--- config.mk ---
export PLATFORM = sky130hd
export DESIGN_NAME = pin_toggle_irq
export DESIGN_NICKNAME = d
export VERILOG_FILES = /design/src/rtl/ptc_pkg.sv /design/src/rtl/ptc_sync.sv /design/src/rtl/ptc_arm.sv /design/src/rtl/ptc_group.sv /design/src/rtl/pin_toggle_irq.sv
export SDC_FILE = /design/constraint.sdc
export NUM_CORES = 1
export LEC_CHECK = 0
export ABC_AREA = 1
export BUFFER_PORTS_ARGS = -buffer_cell sky130_fd_sc_hd__buf_2
export CORE_UTILIZATION = 54
export DETAILED_ROUTE_END_ITERATION = 10
export PLACE_DENSITY = 0.86
export SLEW_MARGIN = 20
export SYNTH_ARGS = -nofsm -noshare
export SYNTH_HDL_FRONTEND = slang
export SYNTH_HIERARCHICAL = 1
export SYNTH_SLANG_ARGS = --single-unit
--- constraint.sdc ---
create_clock -name clk_i -period 1.3 [get_ports clk_i]
set_clock_uncertainty 0.05 [all_clocks]
set_input_delay 0.13 -clock clk_i [delete_from_list [all_inputs] [get_ports clk_i]]
set_output_delay 0.13 -clock clk_i [all_outputs]
set_load 0.01 [all_outputs]
--- src/rtl/ptc_pkg.sv ---
package ptc_pkg;
   localparam int unsigned PTC_GROUPS_DEF  = 3;
   localparam int unsigned PTC_GROUP_W_DEF = 8;
   localparam int unsigned PTC_SYNC_DEF    = 2;
endpackage

--- src/rtl/ptc_sync.sv ---
module ptc_sync #(
   parameter int unsigned W      = 24,
   parameter int unsigned STAGES = 2
) (
   input  logic         clk_i,
   input  logic         rst_ni,
   input  logic [W-1:0] d_i,
   output logic [W-1:0] q_o
);
   if (STAGES < 2) begin : g_bad_stages
      $error("ptc_sync: STAGES must be at least 2");
   end

   logic [W-1:0] stg_q [STAGES];

   always_ff @(posedge clk_i or negedge rst_ni) begin
      if (!rst_ni) begin
         for (int i = 0; i < int'(STAGES); i++) stg_q[i] <= '0;
      end else begin
         stg_q[0] <= d_i;
         for (int i = 1; i < int'(STAGES); i++) stg_q[i] <= stg_q[i-1];
      end
   end

   assign q_o = stg_q[STAGES-1];
endmodule

--- src/rtl/ptc_arm.sv ---
module ptc_arm #(
   parameter int unsigned DEPTH = 3
) (
   input  logic clk_i,
   input  logic rst_ni,
   output logic armed_o
);
   if (DEPTH < 1) begin : g_bad_depth
      $error("ptc_arm: DEPTH must be at least 1");
   end

   logic [DEPTH-1:0] arm_q;

   if (DEPTH == 1) begin : g_single
      always_ff @(posedge clk_i or negedge rst_ni) begin
         if (!rst_ni) arm_q <= '0;
         else         arm_q <= 1'b1;
      end
   end else begin : g_chain
      always_ff @(posedge clk_i or negedge rst_ni) begin
         if (!rst_ni) arm_q <= '0;
         else         arm_q <= {arm_q[DEPTH-2:0], 1'b1};
      end
   end

   assign armed_o = arm_q[DEPTH-1];
endmodule

--- src/rtl/ptc_group.sv ---
module ptc_group #(
   parameter int unsigned W = 8
) (
   input  logic         clk_i,
   input  logic         rst_ni,
   input  logic         armed_i,
   input  logic [W-1:0] pin_sync_i,
   input  logic [W-1:0] pin_raw_i,
   input  logic [W-1:0] mask_i,
   input  logic         clr_i,
   input  logic         ack_i,
   output logic         tog_o,
   output logic         pend_o,
   output logic         flag_o
);
   if (W < 1) begin : g_bad_w
      $error("ptc_group: W must be at least 1");
   end

   logic [W-1:0] hist_q;
   logic         flag_q;
   logic         flag_d;

   // history follows every pin so a later mask change has no stale edge
   always_ff @(posedge clk_i or negedge rst_ni) begin
      if (!rst_ni) hist_q <= '0;
      else         hist_q <= pin_sync_i;
   end

   assign tog_o  = armed_i & (|((pin_sync_i ^ hist_q) & mask_i));
   assign pend_o = armed_i & (|((pin_raw_i  ^ hist_q) & mask_i));

   always_comb begin
      flag_d = flag_q;
      if (clr_i || ack_i) flag_d = 1'b0;
      if (tog_o)          flag_d = 1'b1;
   end

   always_ff @(posedge clk_i or negedge rst_ni) begin
      if (!rst_ni) flag_q <= 1'b0;
      else         flag_q <= flag_d;
   end

   assign flag_o = flag_q;
endmodule

--- src/rtl/pin_toggle_irq.sv ---
module pin_toggle_irq #(
   parameter int unsigned GROUPS      = ptc_pkg::PTC_GROUPS_DEF,
   parameter int unsigned GROUP_W     = ptc_pkg::PTC_GROUP_W_DEF,
   parameter int unsigned SYNC_STAGES = ptc_pkg::PTC_SYNC_DEF,
   localparam int unsigned PINS       = GROUPS * GROUP_W
) (
   input  logic              clk_i,
   input  logic              rst_ni,
   input  logic [PINS-1:0]   pin_i,
   input  logic [PINS-1:0]   mask_i,
   input  logic [GROUPS-1:0] grp_en_i,
   input  logic [GROUPS-1:0] clr_i,
   input  logic [GROUPS-1:0] ack_i,
   output logic [GROUPS-1:0] flag_o,
   output logic [GROUPS-1:0] irq_o,
   output logic              wake_o
);
   if (GROUPS < 1) begin : g_bad_groups
      $error("pin_toggle_irq: GROUPS must be at least 1");
   end

   logic [PINS-1:0]   pin_sync;
   logic              armed;
   logic [GROUPS-1:0] grp_tog;
   logic [GROUPS-1:0] grp_pend;

   ptc_sync #(.W(PINS), .STAGES(SYNC_STAGES)) u_sync (
      .clk_i (clk_i),
      .rst_ni(rst_ni),
      .d_i   (pin_i),
      .q_o   (pin_sync)
   );

   ptc_arm #(.DEPTH(SYNC_STAGES + 1)) u_arm (
      .clk_i  (clk_i),
      .rst_ni (rst_ni),
      .armed_o(armed)
   );

   for (genvar g = 0; g < int'(GROUPS); g++) begin : g_grp
      ptc_group #(.W(GROUP_W)) u_grp (
         .clk_i     (clk_i),
         .rst_ni    (rst_ni),
         .armed_i   (armed),
         .pin_sync_i(pin_sync[g*GROUP_W +: GROUP_W]),
         .pin_raw_i (pin_i[g*GROUP_W +: GROUP_W]),
         .mask_i    (mask_i[g*GROUP_W +: GROUP_W]),
         .clr_i     (clr_i[g]),
         .ack_i     (ack_i[g]),
         .tog_o     (grp_tog[g]),
         .pend_o    (grp_pend[g]),
         .flag_o    (flag_o[g])
      );
   end

   assign irq_o  = flag_o & grp_en_i;
   assign wake_o = |(grp_en_i & (grp_pend | flag_o));
endmodule

==> results of run 1 <==
[worst max-delay path by stage]
stage	startpoint	to	slack, ps
final	g_grp[2].u_grp/hist_q[0]$_DFF_PN0_	wake_o	-590
after global routing	g_grp[2].u_grp/hist_q[1]$_DFF_PN0_	wake_o	-720
after CTS	g_grp[1].u_grp/hist_q[3]$_DFF_PN0_	wake_o	-620
after detailed placement	g_grp[1].u_grp/hist_q[1]$_DFF_PN0_	wake_o	-250
after global placement	g_grp[1].u_grp/hist_q[1]$_DFF_PN0_	wake_o	-200
after floorplan	g_grp[1].u_grp/hist_q[0]$_DFF_PN0_	wake_o	40
[stage by stage]
stage / hold WS (ps) / util [%] / cell area [µm²]
2_1_floorplan: -216 / - / 3260
3_3_place_gp: 26.0 / 63.8 / 3620
3_5_place_dp: 33.7 / 63.8 / 3620
4_1_cts: -138 / 73.6 / 4180
5_1_grt: 31.0 / 73.8 / 4190
6_report: -1.53 / 73.8 / 4190
[flip-flops by register name, indices dropped and copies added (netlist names)]
register / cells
u_sync/stg_q: 24
u_sync/q_o: 24
u_arm/arm_q: 3
g_grp.u_grp/flag_o: 3
g_grp.u_grp/hist_q: 24
[area by class of cell]
type	instances	area (µm²)	share of cell area (%)
Timing Repair Buffer	111	756	18.0
Tap cell	72	90.1	2.15
Multi-Input combinational cell	206	915	21.8
Clock buffer	14	193	4.60
Sequential cell	78	1950	46.6
Inverter	60	225	5.37
Clock inverter	2	60.1	1.43
[layout by cell type, fill, tap and decap left out, types with 3 or more instances in the layout]
cell type      count
nor2_1            13
or2_1             15
nand2_1          120
nand3_1           46
nand3_2            3
clkbuf_8          14
dfrtp_1           78
buf_4             18
dlygate4sd3_1     28
buf_2             64
inv_1             60
[worst max-delay path, cell delays in order, from the launching register on]
cell and delay, ps:
dfrtp_1 380, or2_1 250, nand3_2 60, nand2_1 60, nor2_1 120, a21boi_1 70, o21ai_1 160, nand3_1 120
buf_2 160
[routing by layer]
metal,global-route usage (%),part of all wire [%],vias to the layer above,routed length [µm]
li1,-,-,1280,-
met2,40.9,50,71,3250
met3,4.57,4.8,11,311
met1,26.8,43,1217,2740
met5,0,0,-,0
met4,11.6,2.1,0,133
[what timing repair did]
action / in CTS / in global routing
resized for setup: 0 / 4
setup endpoints to repair: 1 / 2
buffers inserted: 3 / 0
hold endpoints to repair: 89 / 1
hold buffers: 28 / 1
pin swaps: 1 / 3
gates cloned: 0 / 0
[power groups by stage]
stage	Clock [W]	Combinational, W	Sequential [W]
after floorplan	0	0.000292	0.00265
after global placement	0	0.000482	0.00267
after detailed placement	0	0.000503	0.00268
after CTS	0.00220	0.000579	0.00263
after global routing	0.00230	0.000667	0.00265
final	0.00215	0.000588	0.00263
==> metrics.txt, run 1 <==
# TYPE chip_impl_metric gauge
chip_impl_metric{name="worstPathRequired",unit="ps"} 1120
chip_impl_metric{name="pin_count_of_the_biggest_net_entering_global_routing",unit=""} 31
chip_impl_metric{name="drive_above_1_share",unit="%"} 22.5
chip_impl_metric{name="finalPower",unit="W"} 0.00537
chip_impl_metric{name="ff2ff_path_depth",unit=""} 9
chip_impl_info{name="critPathLaunchType",value="flip-flop"} 1
chip_impl_metric{name="tritoncts_num_sinks",unit=""} 78
chip_impl_metric{name="floorplan.core_area",unit="µm²"} 5680
chip_impl_metric{name="switching_power",unit="W"} 0.00118
chip_impl_metric{name="syn-mean-instance-area",unit="µm²"} 8.86
chip_impl_metric{name="final-max-slew-violation-count",unit=""} 0
chip_impl_metric{name="fp.dieH",unit="µm"} 79.7
chip_impl_metric{name="finalHoldViolations",unit=""} 1
chip_impl_metric{name="comb_power_share",unit="%"} 11.0
chip_impl_metric{name="switching_share",unit="%"} 22.0
chip_impl_metric{name="drcViolationCount",unit=""} 0
chip_impl_metric{name="peak_supply_drop",unit="mV"} 0.944
chip_impl_metric{name="drv_cap",unit=""} 0
chip_impl_metric{name="tot_gr_track_use",unit="%"} 23.2
chip_impl_metric{name="syn_inst",unit=""} 368
chip_impl_metric{name="initialDrtViolationCount",unit=""} 129
chip_impl_metric{name="post_synth_instance_area",unit="µm²"} 3260
chip_impl_metric{name="num-nets-final",unit=""} 525
chip_impl_metric{name="drt_pass1_iterations",unit=""} 4
chip_impl_info{name="run_status",value="finished, violations left"} 1
chip_impl_info{name="worst_hold_startpoint",value="ack_i[2]"} 1
chip_impl_metric{name="power.static_leakage",unit="nW"} 2.32
chip_impl_metric{name="port_buffers",unit=""} 65
chip_impl_metric{name="clock_tree.buffer_depth",unit=""} 2
chip_impl_info{name="end_kind",value="primary output"} 1
chip_impl_metric{name="instance_count_along_the_most_critical_hold_path",unit=""} 4
chip_impl_metric{name="grt_pass1_wl",unit="µm"} 10800
chip_impl_metric{name="finalWirelength",unit="µm"} 6430
chip_impl_metric{name="final.hold.worst_slack",unit="ps"} -1.53
chip_impl_metric{name="vias",unit=""} 2579
chip_impl_metric{name="postSynthNetCount",unit=""} 427
chip_impl_metric{name="grt_pass1_vias",unit=""} 2631
chip_impl_metric{name="yosysWarningCount",unit=""} 6
chip_impl_metric{name="nFillCells",unit=""} 401
chip_impl_metric{name="critical_path.max_fanout",unit=""} 2
chip_impl_metric{name="p_clk_share",unit="%"} 40.0
chip_impl_metric{name="number_of_cts_inserted_buffers",unit=""} 9
chip_impl_metric{name="cell_count_post_placement",unit=""} 496
chip_impl_metric{name="clkTransAtPathRegs",unit="ps"} 70
chip_impl_metric{name="dieArea",unit="µm²"} 6350
chip_impl_metric{name="die_width",unit="µm"} 79.7
chip_impl_metric{name="finalWeightedCongestion",unit=""} 0.775
chip_impl_info{name="violated_checks",value="hold timing, setup timing"} 1
chip_impl_info{name="hp-class",value="in2reg"} 1
chip_impl_info{name="hold_end",value="g_grp[2].u_grp/flag_o$_DFFE_PN0P_"} 1
chip_impl_metric{name="crit_arrival",unit="ps"} 1710
chip_impl_info{name="r2r_start",value="g_grp[2].u_grp/hist_q[2]$_DFF_PN0_"} 1
chip_impl_metric{name="grt_antenna_before_repair",unit=""} 0
chip_impl_metric{name="dp_slack",unit="ps"} -251
chip_impl_metric{name="layout-area-overhead-vs-synth",unit="%"} 28.6
chip_impl_metric{name="final_critical_path_required_period",unit="ps"} 1890
chip_impl_info{name="worstReg2RegEnd",value="g_grp[2].u_grp/flag_o$_DFFE_PN0P_"} 1
chip_impl_metric{name="finalSetupViolations",unit=""} 1
chip_impl_info{name="grt_setup_unrepaired",value="true"} 1
chip_impl_metric{name="post_layout_cell_count",unit=""} 543
chip_impl_metric{name="dp_hpwl",unit="µm"} 4520
chip_impl_info{name="tritoncts_clock_tree",value="yes"} 1
chip_impl_metric{name="antenna-diode-count",unit=""} 0
chip_impl_metric{name="clk_latency",unit="ps"} 340
chip_impl_info{name="clk_root_buffer_cell",value="clkbuf_8"} 1
chip_impl_metric{name="starting_utilization_of_the_core_area",unit="%"} 57.4
chip_impl_info{name="setup.worst_path.class",value="reg2out"} 1
chip_impl_metric{name="ioPinCount",unit=""} 66
chip_impl_metric{name="fin_setup_tns",unit="ps"} -593
chip_impl_metric{name="ctsHtreeMaxLevel",unit=""} 3
chip_impl_metric{name="fmax",unit="GHz"} 0.528
chip_impl_metric{name="rrSetupSlack",unit="ps"} 120
chip_impl_metric{name="standard_cell_rows",unit=""} 27
chip_impl_metric{name="powerDensity",unit="nW/µm²"} 1280
chip_impl_metric{name="routed_wire_length_per_instance",unit="µm"} 11.8
chip_impl_metric{name="ant_nets",unit=""} 0
chip_impl_metric{name="post_drt_via_cell_ratio",unit=""} 4.75
chip_impl_metric{name="finalWorstSetupSlack",unit="ps"} -593
chip_impl_metric{name="grt_overflow",unit=""} 0
chip_impl_metric{name="period_share",unit="%"} 146
chip_impl_metric{name="p_int",unit="W"} 0.00418
chip_impl_metric{name="power.sequential.fraction",unit="%"} 49.1
(Power assumes the default switching activity.)
==> run 2, diff against run 1 <==
ABC_AREA = 0   (was 1)
CORE_UTILIZATION = 53   (was 54)
PLACE_DENSITY = 0.85   (was 0.86)
==> run 2 against run 1 <==
  * The flow finishes with violations (setup timing)
  * Sequential power barely moved
  * Wire length down 13%
  * Combinational power up 2%
  * Critical path depth decreased by 2
  * Final cell count down 31%
  * Hold slack better by 47 ps
  * Non-clock buffer count rose by 4
  * Clock power fell by 11%
  * Largest cell class unchanged
  * Largest power group unchanged
  * Highest routed layer unchanged
  * Global-route usage decreased by 2.0 points
  * Sequential cell count is the same
==> metrics.txt, run 2 <==
# TYPE chip_impl_metric gauge
chip_impl_metric{name="worstPathRequired",unit="ps"} 1120
chip_impl_metric{name="num-nets-final",unit=""} 358
chip_impl_metric{name="initialDrtViolationCount",unit=""} 44
chip_impl_info{name="most_frequent_cells_in_the_layout",value="dfrtp_1, buf_2, xor2_1"} 1
chip_impl_info{name="grt_setup_unrepaired",value="true"} 1
chip_impl_metric{name="synth_top_cell_area_share",unit="%"} 66.7
chip_impl_metric{name="post_dp_cell_area",unit="µm²"} 3350
chip_impl_metric{name="instance_count_along_the_most_critical_hold_path",unit=""} 3
chip_impl_metric{name="port_buffers",unit=""} 65
chip_impl_info{name="cpMaxStageDelayCell",value="dfrtp_1"} 1
chip_impl_metric{name="floorplan.core_area",unit="µm²"} 5200
chip_impl_info{name="netlist_top_cells_area",value="dfrtp_1, xor2_1, buf_4"} 1
chip_impl_metric{name="post_layout_cell_count",unit=""} 373
chip_impl_info{name="tritoncts_clock_tree",value="yes"} 1
chip_impl_metric{name="tot_gr_track_use",unit="%"} 21.3
chip_impl_metric{name="period_share",unit="%"} 143
chip_impl_metric{name="dieArea",unit="µm²"} 5820
chip_impl_metric{name="crit_arrival",unit="ps"} 1680
chip_impl_info{name="post_synth_most_frequent_cells",value="dfrtp_1, xor2_1, buf_4, a22oi_1, a22oi_2"} 1
chip_impl_metric{name="powerDensity",unit="nW/µm²"} 1330
chip_impl_metric{name="utilization",unit="%"} 74.7
chip_impl_metric{name="synth_edf_count",unit=""} 0
chip_impl_metric{name="worst-path-buf-inv",unit=""} 1
chip_impl_info{name="hp-class",value="in2reg"} 1
chip_impl_metric{name="worstSetupPathDepth",unit=""} 6
chip_impl_info{name="setup.worst_path.class",value="reg2out"} 1
chip_impl_metric{name="finalWirelength",unit="µm"} 5610
chip_impl_info{name="run_status",value="finished, violations left"} 1
chip_impl_metric{name="post_synth_instance_area",unit="µm²"} 2930
chip_impl_metric{name="grt_overflow",unit=""} 0
chip_impl_info{name="r2r_start",value="g_grp[0].u_grp/hist_q[7]$_DFF_PN0_"} 1
chip_impl_metric{name="drive_above_1_share",unit="%"} 39.9
chip_impl_metric{name="starting_utilization_of_the_core_area",unit="%"} 56.2
chip_impl_info{name="critPathLaunchType",value="flip-flop"} 1
chip_impl_info{name="worst_hold_startpoint",value="clr_i[0]"} 1
chip_impl_info{name="yosysTopAreaCell",value="dfrtp_1"} 1
chip_impl_metric{name="cell_count_post_placement",unit=""} 332
chip_impl_metric{name="grt_pass1_vias",unit=""} 1958
chip_impl_metric{name="ioPinCount",unit=""} 66
chip_impl_metric{name="synth-seq-area-share",unit="%"} 66.7
chip_impl_metric{name="final.hold.worst_slack",unit="ps"} 45.8
chip_impl_metric{name="fin_setup_tns",unit="ps"} -703
chip_impl_metric{name="routed_wire_length_per_instance",unit="µm"} 15.0
chip_impl_metric{name="post_drt_via_cell_ratio",unit=""} 4.91
chip_impl_metric{name="final_critical_path_required_period",unit="ps"} 1860
chip_impl_info{name="crit_path_start",value="g_grp[0].u_grp/hist_q[0]$_DFF_PN0_"} 1
chip_impl_metric{name="grt_pass1_wl",unit="µm"} 9060
chip_impl_metric{name="clk_latency",unit="ps"} 340
chip_impl_info{name="violated_checks",value="setup timing"} 1
chip_impl_info{name="yosys.cell_count.top_type",value="dfrtp_1"} 1
chip_impl_metric{name="peak_supply_drop",unit="mV"} 1.03
chip_impl_info{name="final_common_cell",value="dfrtp_1"} 1
chip_impl_metric{name="ctsHtreeMaxLevel",unit=""} 3
chip_impl_metric{name="finalSetupViolations",unit=""} 4
chip_impl_metric{name="clkTransAtPathRegs",unit="ps"} 70
chip_impl_metric{name="number_of_cts_inserted_buffers",unit=""} 9
chip_impl_metric{name="antenna-diode-count",unit=""} 0
chip_impl_metric{name="vias",unit=""} 1832
chip_impl_metric{name="fp.dieH",unit="µm"} 76.3
chip_impl_metric{name="postSynthNetCount",unit=""} 256
chip_impl_metric{name="ant_nets",unit=""} 0
chip_impl_metric{name="standard_cell_rows",unit=""} 26
chip_impl_metric{name="ff2ff_path_depth",unit=""} 5
chip_impl_metric{name="final-max-slew-violation-count",unit=""} 0
chip_impl_metric{name="dp_hpwl",unit="µm"} 3810
chip_impl_metric{name="syn-mean-instance-area",unit="µm²"} 14.9
chip_impl_metric{name="yosysWarningCount",unit=""} 6
chip_impl_metric{name="finalWeightedCongestion",unit=""} 0.805
chip_impl_metric{name="clock_tree.buffer_depth",unit=""} 2
chip_impl_metric{name="critical_path.max_stage_delay",unit="ps"} 400
chip_impl_metric{name="grt_antenna_before_repair",unit=""} 0
chip_impl_metric{name="synthDistinctLibCells",unit=""} 15
chip_impl_metric{name="die_width",unit="µm"} 76.3
chip_impl_metric{name="layout-area-overhead-vs-synth",unit="%"} 32.9
chip_impl_metric{name="syn_inst",unit=""} 197
chip_impl_metric{name="drt_pass1_iterations",unit=""} 6
chip_impl_info{name="cpLargestDelayFamily",value="compound AO/OA/AOI/OAI gates"} 1
chip_impl_metric{name="asyncSetResetFlopFracSynth",unit="%"} 100
chip_impl_metric{name="power.static_leakage",unit="nW"} 1.85
chip_impl_info{name="end_kind",value="primary output"} 1
chip_impl_metric{name="drcViolationCount",unit=""} 0
chip_impl_metric{name="critical_path.max_fanout",unit=""} 2
chip_impl_metric{name="drv_cap",unit=""} 0
chip_impl_info{name="clk_root_buffer_cell",value="clkbuf_8"} 1
chip_impl_metric{name="pin_count_of_the_biggest_net_entering_global_routing",unit=""} 35
chip_impl_metric{name="finalHoldViolations",unit=""} 0
chip_impl_metric{name="fmax",unit="GHz"} 0.538
chip_impl_metric{name="finalWorstSetupSlack",unit="ps"} -559
chip_impl_info{name="cp_cell_sequence",value="xor2_1 -> a22oi_1 -> a41oi_1 -> o21ai_1 -> nand3_1 -> buf_2"} 1
chip_impl_metric{name="yosys_reg_bits",unit=""} 78
chip_impl_info{name="synth_ff_type",value="dfrtp_1"} 1
chip_impl_metric{name="post-route-cell-area",unit="µm²"} 3890
chip_impl_metric{name="tritoncts_num_sinks",unit=""} 78
## run 2: changes by cell type in the layout (fill, tap and decap cells not counted), moves of 10 or more
cell     change
nand2_1    -120
inv_1       -57
xor2_1      +46
nand3_1     -45
or2_1       -15
a22oi_1     +13
a22oi_2     +11
nor2_1      -10
## run 2: logic make-up after synthesis
group	Yosys count	share of synthesized area, %
other	1	0.128
XOR/XNOR	48	14.4
AO/OA/AOI/OAI	36	11.0
buffers and inverters	27	6.54
AND/OR/NAND/NOR	7	1.24
flip-flops	78	66.7
## run 2: worst reg2reg max path: stages (launching register included)
cell,delay [ps]
dfrtp_1,390
buf_4,140
xor2_1,150
a22oi_1,220
a41oi_2,140
a21o_1,170
## run 2: what timing repair did
action / CTS / global route
endpoints found under the hold margin: 89 / 0
hold buffers: 25 / 0
pin swaps: 15 / 17
endpoints found under the setup margin: 4 / 5
buffers inserted: 1 / 1
gates resized for setup: 3 / 11
## run 2: area by class of cell
class                   instances  area, µm²
flip-flops and latches         78       1950
fillers                       346       1320
multi-input cells              92        832
repair buffers                115        793
clock buffers                  12        145
well taps                      70       87.6
clock inverters                 3       68.8
inverters                       3       11.3
## run 2: report_power, final
| part | switching (W) | internal, W | leakage, nW |
|---|---|---|---|
| registers | 0.0000844 | 0.00255 | 0.909 |
| clock network | 0.000793 | 0.00113 | 0.107 |
| logic | 0.000273 | 0.000323 | 0.836 |
## run 2: metrics by stage
| stage | power [W] | setup slack (ps) |
|---|---|---|
| global route | 0.00540 | -729 |
| finish | 0.00516 | -559 |
| CTS | 0.00519 | -603 |
| detailed placement | 0.00319 | -233 |
| floorplan | 0.00293 | 45.0 |
| global placement | 0.00317 | -192 |
## run 2: path summary, 6_finish.rpt
| check | to | slack, ps |
|---|---|---|
| worst max-delay path | wake_o | -560 |
| worst min-delay path | g_grp[0].u_grp/flag_o$_DFFE_PN0P_ | 50 |
| worst max register to register | g_grp[0].u_grp/flag_o$_DFFE_PN0P_ | -60 |
| worst min register to register | u_sync/q_o[8]$_DFF_PN0_ | 300 |
| max in group asynchronous | g_grp[2].u_grp/hist_q[7]$_DFF_PN0_ | 460 |
| min in group asynchronous | u_sync/q_o[10]$_DFF_PN0_ | 230 |
## run 2: layer usage
layer | vias up | GRT usage [%] | wire (µm)
li1 | 844 | - | -
met1 | 919 | 26.2 | 2390
met2 | 61 | 34.1 | 2810
met3 | 8 | 8.38 | 304
met4 | 0 | 7.69 | 96
met5 | - | 0 | 0
==> run 3, diff against run 2 <==
CELL_PAD_IN_SITES_DETAIL_PLACEMENT = 0   (was not set)
CELL_PAD_IN_SITES_GLOBAL_PLACEMENT = 1   (was not set)
CORE_UTILIZATION = 43   (was 53)
CTS_CLUSTER_SIZE = 30   (was not set)
==> run 3 against run 2 <==
  * The flow finishes with violations (DRC, setup timing)
  * Worst setup slack got worse by 27 ps
  * Via count down 2.9%
  * Maximum frequency fell by 1.4%
  * Sequential share of layout area fell by 0.24 points
  * Sequential cell count unchanged
  * First-iteration DRC count is 32% higher
  * Global-route usage is 4.3 points lower
  * Final cell count grew 2.9%
  * Total power shrank 1.9%
  * Sequential power barely moved
  * Non-clock buffer count increased by 3
  * Critical endpoint unchanged
==> metrics.txt, run 3 (synthesis results as in run 2) <==
# TYPE chip_impl_metric gauge
chip_impl_metric{name="powerDensity",unit="nW/µm²"} 1290
chip_impl_metric{name="drt_pass1_iterations",unit=""} 7
chip_impl_info{name="most_frequent_cells_in_the_layout",value="dfrtp_1, buf_2, xor2_1"} 1
chip_impl_metric{name="drive_above_1_share",unit="%"} 40.7
chip_impl_metric{name="post_dp_cell_area",unit="µm²"} 3360
chip_impl_metric{name="post_layout_cell_count",unit=""} 384
chip_impl_metric{name="post_drt_via_cell_ratio",unit=""} 4.63
chip_impl_metric{name="groute.layer.met2.usage",unit="%"} 27.4
chip_impl_metric{name="clkTransAtPathRegs",unit="ps"} 80
chip_impl_metric{name="finalSetupViolations",unit=""} 4
chip_impl_metric{name="ant_nets",unit=""} 0
chip_impl_info{name="critPathLaunchType",value="flip-flop"} 1
chip_impl_info{name="global_routing_s_busiest_layer",value="met2"} 1
chip_impl_info{name="crit_path_start",value="g_grp[0].u_grp/hist_q[0]$_DFF_PN0_"} 1
chip_impl_metric{name="pin_count_of_the_biggest_net_entering_global_routing",unit=""} 79
chip_impl_metric{name="switching_share",unit="%"} 24.1
chip_impl_info{name="run_status",value="finished, violations left"} 1
chip_impl_metric{name="worstPathRequired",unit="ps"} 1120
chip_impl_metric{name="standard_cell_rows",unit=""} 29
chip_impl_metric{name="use_met1",unit="%"} 20.8
chip_impl_metric{name="finalWeightedCongestion",unit=""} 0.819
chip_impl_metric{name="tot_gr_track_use",unit="%"} 17.0
chip_impl_metric{name="grt_antenna_before_repair",unit=""} 0
chip_impl_info{name="tritoncts_clock_tree",value="yes"} 1
chip_impl_metric{name="clk_latency",unit="ps"} 340
chip_impl_metric{name="ioPinCount",unit=""} 66
chip_impl_metric{name="grt_pass1_vias",unit=""} 1962
chip_impl_metric{name="vias",unit=""} 1779
chip_impl_metric{name="num-nets-final",unit=""} 361
chip_impl_metric{name="peak_supply_drop",unit="mV"} 0.884
chip_impl_metric{name="worst-path-buf-inv",unit=""} 1
chip_impl_metric{name="critical_path.max_fanout",unit=""} 2
chip_impl_info{name="clk_root_buffer_cell",value="clkbuf_8"} 1
chip_impl_metric{name="tritoncts_num_sinks",unit=""} 78
chip_impl_metric{name="cell_count_post_placement",unit=""} 338
chip_impl_metric{name="port_buffers",unit=""} 65
chip_impl_metric{name="p_int",unit="W"} 0.00384
chip_impl_info{name="cpLargestDelayFamily",value="compound AO/OA/AOI/OAI gates"} 1
chip_impl_metric{name="power.static_leakage",unit="nW"} 1.85
chip_impl_metric{name="finalWorstSetupSlack",unit="ps"} -585
chip_impl_metric{name="final-max-slew-violation-count",unit=""} 0
chip_impl_info{name="r2r_start",value="g_grp[0].u_grp/hist_q[0]$_DFF_PN0_"} 1
chip_impl_metric{name="clock_tree.buffer_depth",unit=""} 2
chip_impl_info{name="final_common_cell",value="dfrtp_1"} 1
chip_impl_metric{name="initialDrtViolationCount",unit=""} 58
chip_impl_metric{name="power.sequential.fraction",unit="%"} 52.0
chip_impl_info{name="end_kind",value="primary output"} 1
chip_impl_metric{name="drcViolationCount",unit=""} 4
chip_impl_metric{name="starting_utilization_of_the_core_area",unit="%"} 45.3
chip_impl_info{name="violated_checks",value="DRC, setup timing"} 1
chip_impl_metric{name="dp_hpwl",unit="µm"} 3740
chip_impl_metric{name="comb_power_share",unit="%"} 12.1
chip_impl_info{name="hp-class",value="in2reg"} 1
chip_impl_metric{name="drv_cap",unit=""} 0
chip_impl_metric{name="grt_overflow",unit=""} 0
chip_impl_metric{name="switching_power",unit="W"} 0.00122
chip_impl_metric{name="period_share",unit="%"} 145
chip_impl_info{name="setup.worst_path.class",value="reg2out"} 1
chip_impl_metric{name="post-route-cell-area",unit="µm²"} 3910
chip_impl_metric{name="antenna-diode-count",unit=""} 0
chip_impl_metric{name="fmax",unit="GHz"} 0.530
chip_impl_metric{name="finalWirelength",unit="µm"} 5410
chip_impl_metric{name="die_width",unit="µm"} 84.5
chip_impl_metric{name="crit_arrival",unit="ps"} 1710
chip_impl_metric{name="routed_wire_length_per_instance",unit="µm"} 14.1
chip_impl_metric{name="p_clk_share",unit="%"} 35.9
chip_impl_metric{name="finalHoldViolations",unit=""} 0
chip_impl_metric{name="number_of_cts_inserted_buffers",unit=""} 9
chip_impl_metric{name="grt_pass1_wl",unit="µm"} 9110
chip_impl_metric{name="layout-area-overhead-vs-synth",unit="%"} 33.6
chip_impl_info{name="cpMaxStageDelayCell",value="dfrtp_1"} 1
chip_impl_metric{name="ctsHtreeMaxLevel",unit=""} 3
chip_impl_info{name="cp_cell_sequence",value="xor2_1 -> a22oi_1 -> a41oi_1 -> o21ai_1 -> nand3_1 -> buf_2"} 1
chip_impl_info{name="worst_hold_startpoint",value="clr_i[2]"} 1
chip_impl_metric{name="critical_path.max_stage_delay",unit="ps"} 410
chip_impl_info{name="grt_setup_unrepaired",value="true"} 1
chip_impl_metric{name="gr-usage-met3",unit="%"} 5.21
chip_impl_metric{name="dieArea",unit="µm²"} 7140
chip_impl_metric{name="floorplan.core_area",unit="µm²"} 6460
chip_impl_metric{name="fp.dieH",unit="µm"} 84.5
chip_impl_metric{name="final_critical_path_required_period",unit="ps"} 1890
[run 3: cell types whose count changed in the layout (fill, tap and decap cells not counted), sizes merged]
cell / change
buf: +3
clkinvlp: +3
clkbuf: -2
bufinv: -1
inv: +1
[run 3: per-stage QoR]
step	hold slack, ps	worst slack (ps)	utilization, %	TNS (ps)	total power [W]
2_1_floorplan	-216	45.0	-	0	0.00293
3_3_place_gp	128	-239	52.0	-374	0.00317
3_5_place_dp	132	-251	52.0	-428	0.00319
4_1_cts	20.5	-616	59.7	-762	0.00509
5_1_grt	20.2	-702	60.5	-1070	0.00530
6_report	39.2	-585	60.5	-722	0.00506
[run 3: final timing paths]
path	end	slack, ps	depth (start not counted)
worst max-delay path	wake_o	-590	6
worst min-delay path	g_grp[2].u_grp/flag_o$_DFFE_PN0P_	40	3
worst max register to register	g_grp[0].u_grp/flag_o$_DFFE_PN0P_	-70	5
worst min register to register	u_sync/q_o[13]$_DFF_PN0_	300	0
max in group asynchronous	g_grp[1].u_grp/hist_q[7]$_DFF_PN0_	600	3
min in group asynchronous	u_sync/stg_q[25]$_DFF_PN0_	290	3
[run 3: repair_timing]
| action | 4_1_cts | 5_1_grt |
|---|---|---|
| buffers inserted | 4 | 2 |
| endpoints found under the setup margin | 5 | 5 |
| resized for setup | 3 | 9 |
| pin swaps | 20 | 6 |
| hold buffers | 25 | 0 |
| endpoints found under the hold margin | 102 | 0 |
[run 3: worst register-to-register path: cells and delay by family (launching register included)]
family,cells,cell delay (ps)
xor+xnor,1,150
flops,1,410
buf+inv,1,140
compound gates,3,510
[run 3: final cells by class]
type	instances	area [µm²]
Fill cell	521	2550
Tap cell	77	96.3
Clock inverter	6	70.1
Sequential cell	78	1950
Clock buffer	10	138
Timing Repair Buffer	118	822
Inverter	3	11.3
Multi-Input combinational cell	92	820
[run 3: power by group through the flow]
stage                     registers [W]  clock network (W)  logic (W)
after detailed placement        0.00268                  0   0.000509
final                           0.00263            0.00182   0.000613
after global placement          0.00267                  0   0.000503
after CTS                       0.00263            0.00187   0.000588
after global routing            0.00265            0.00198   0.000669
after floorplan                 0.00266                  0   0.000276
[run 3: metal layers]
metal  routed length, µm  vias to the layer above
met2                2630                       49
li1                    -                      853
met5                   0                        -
met3                 321                       12
met4                 116                        0
met1                2340                      865
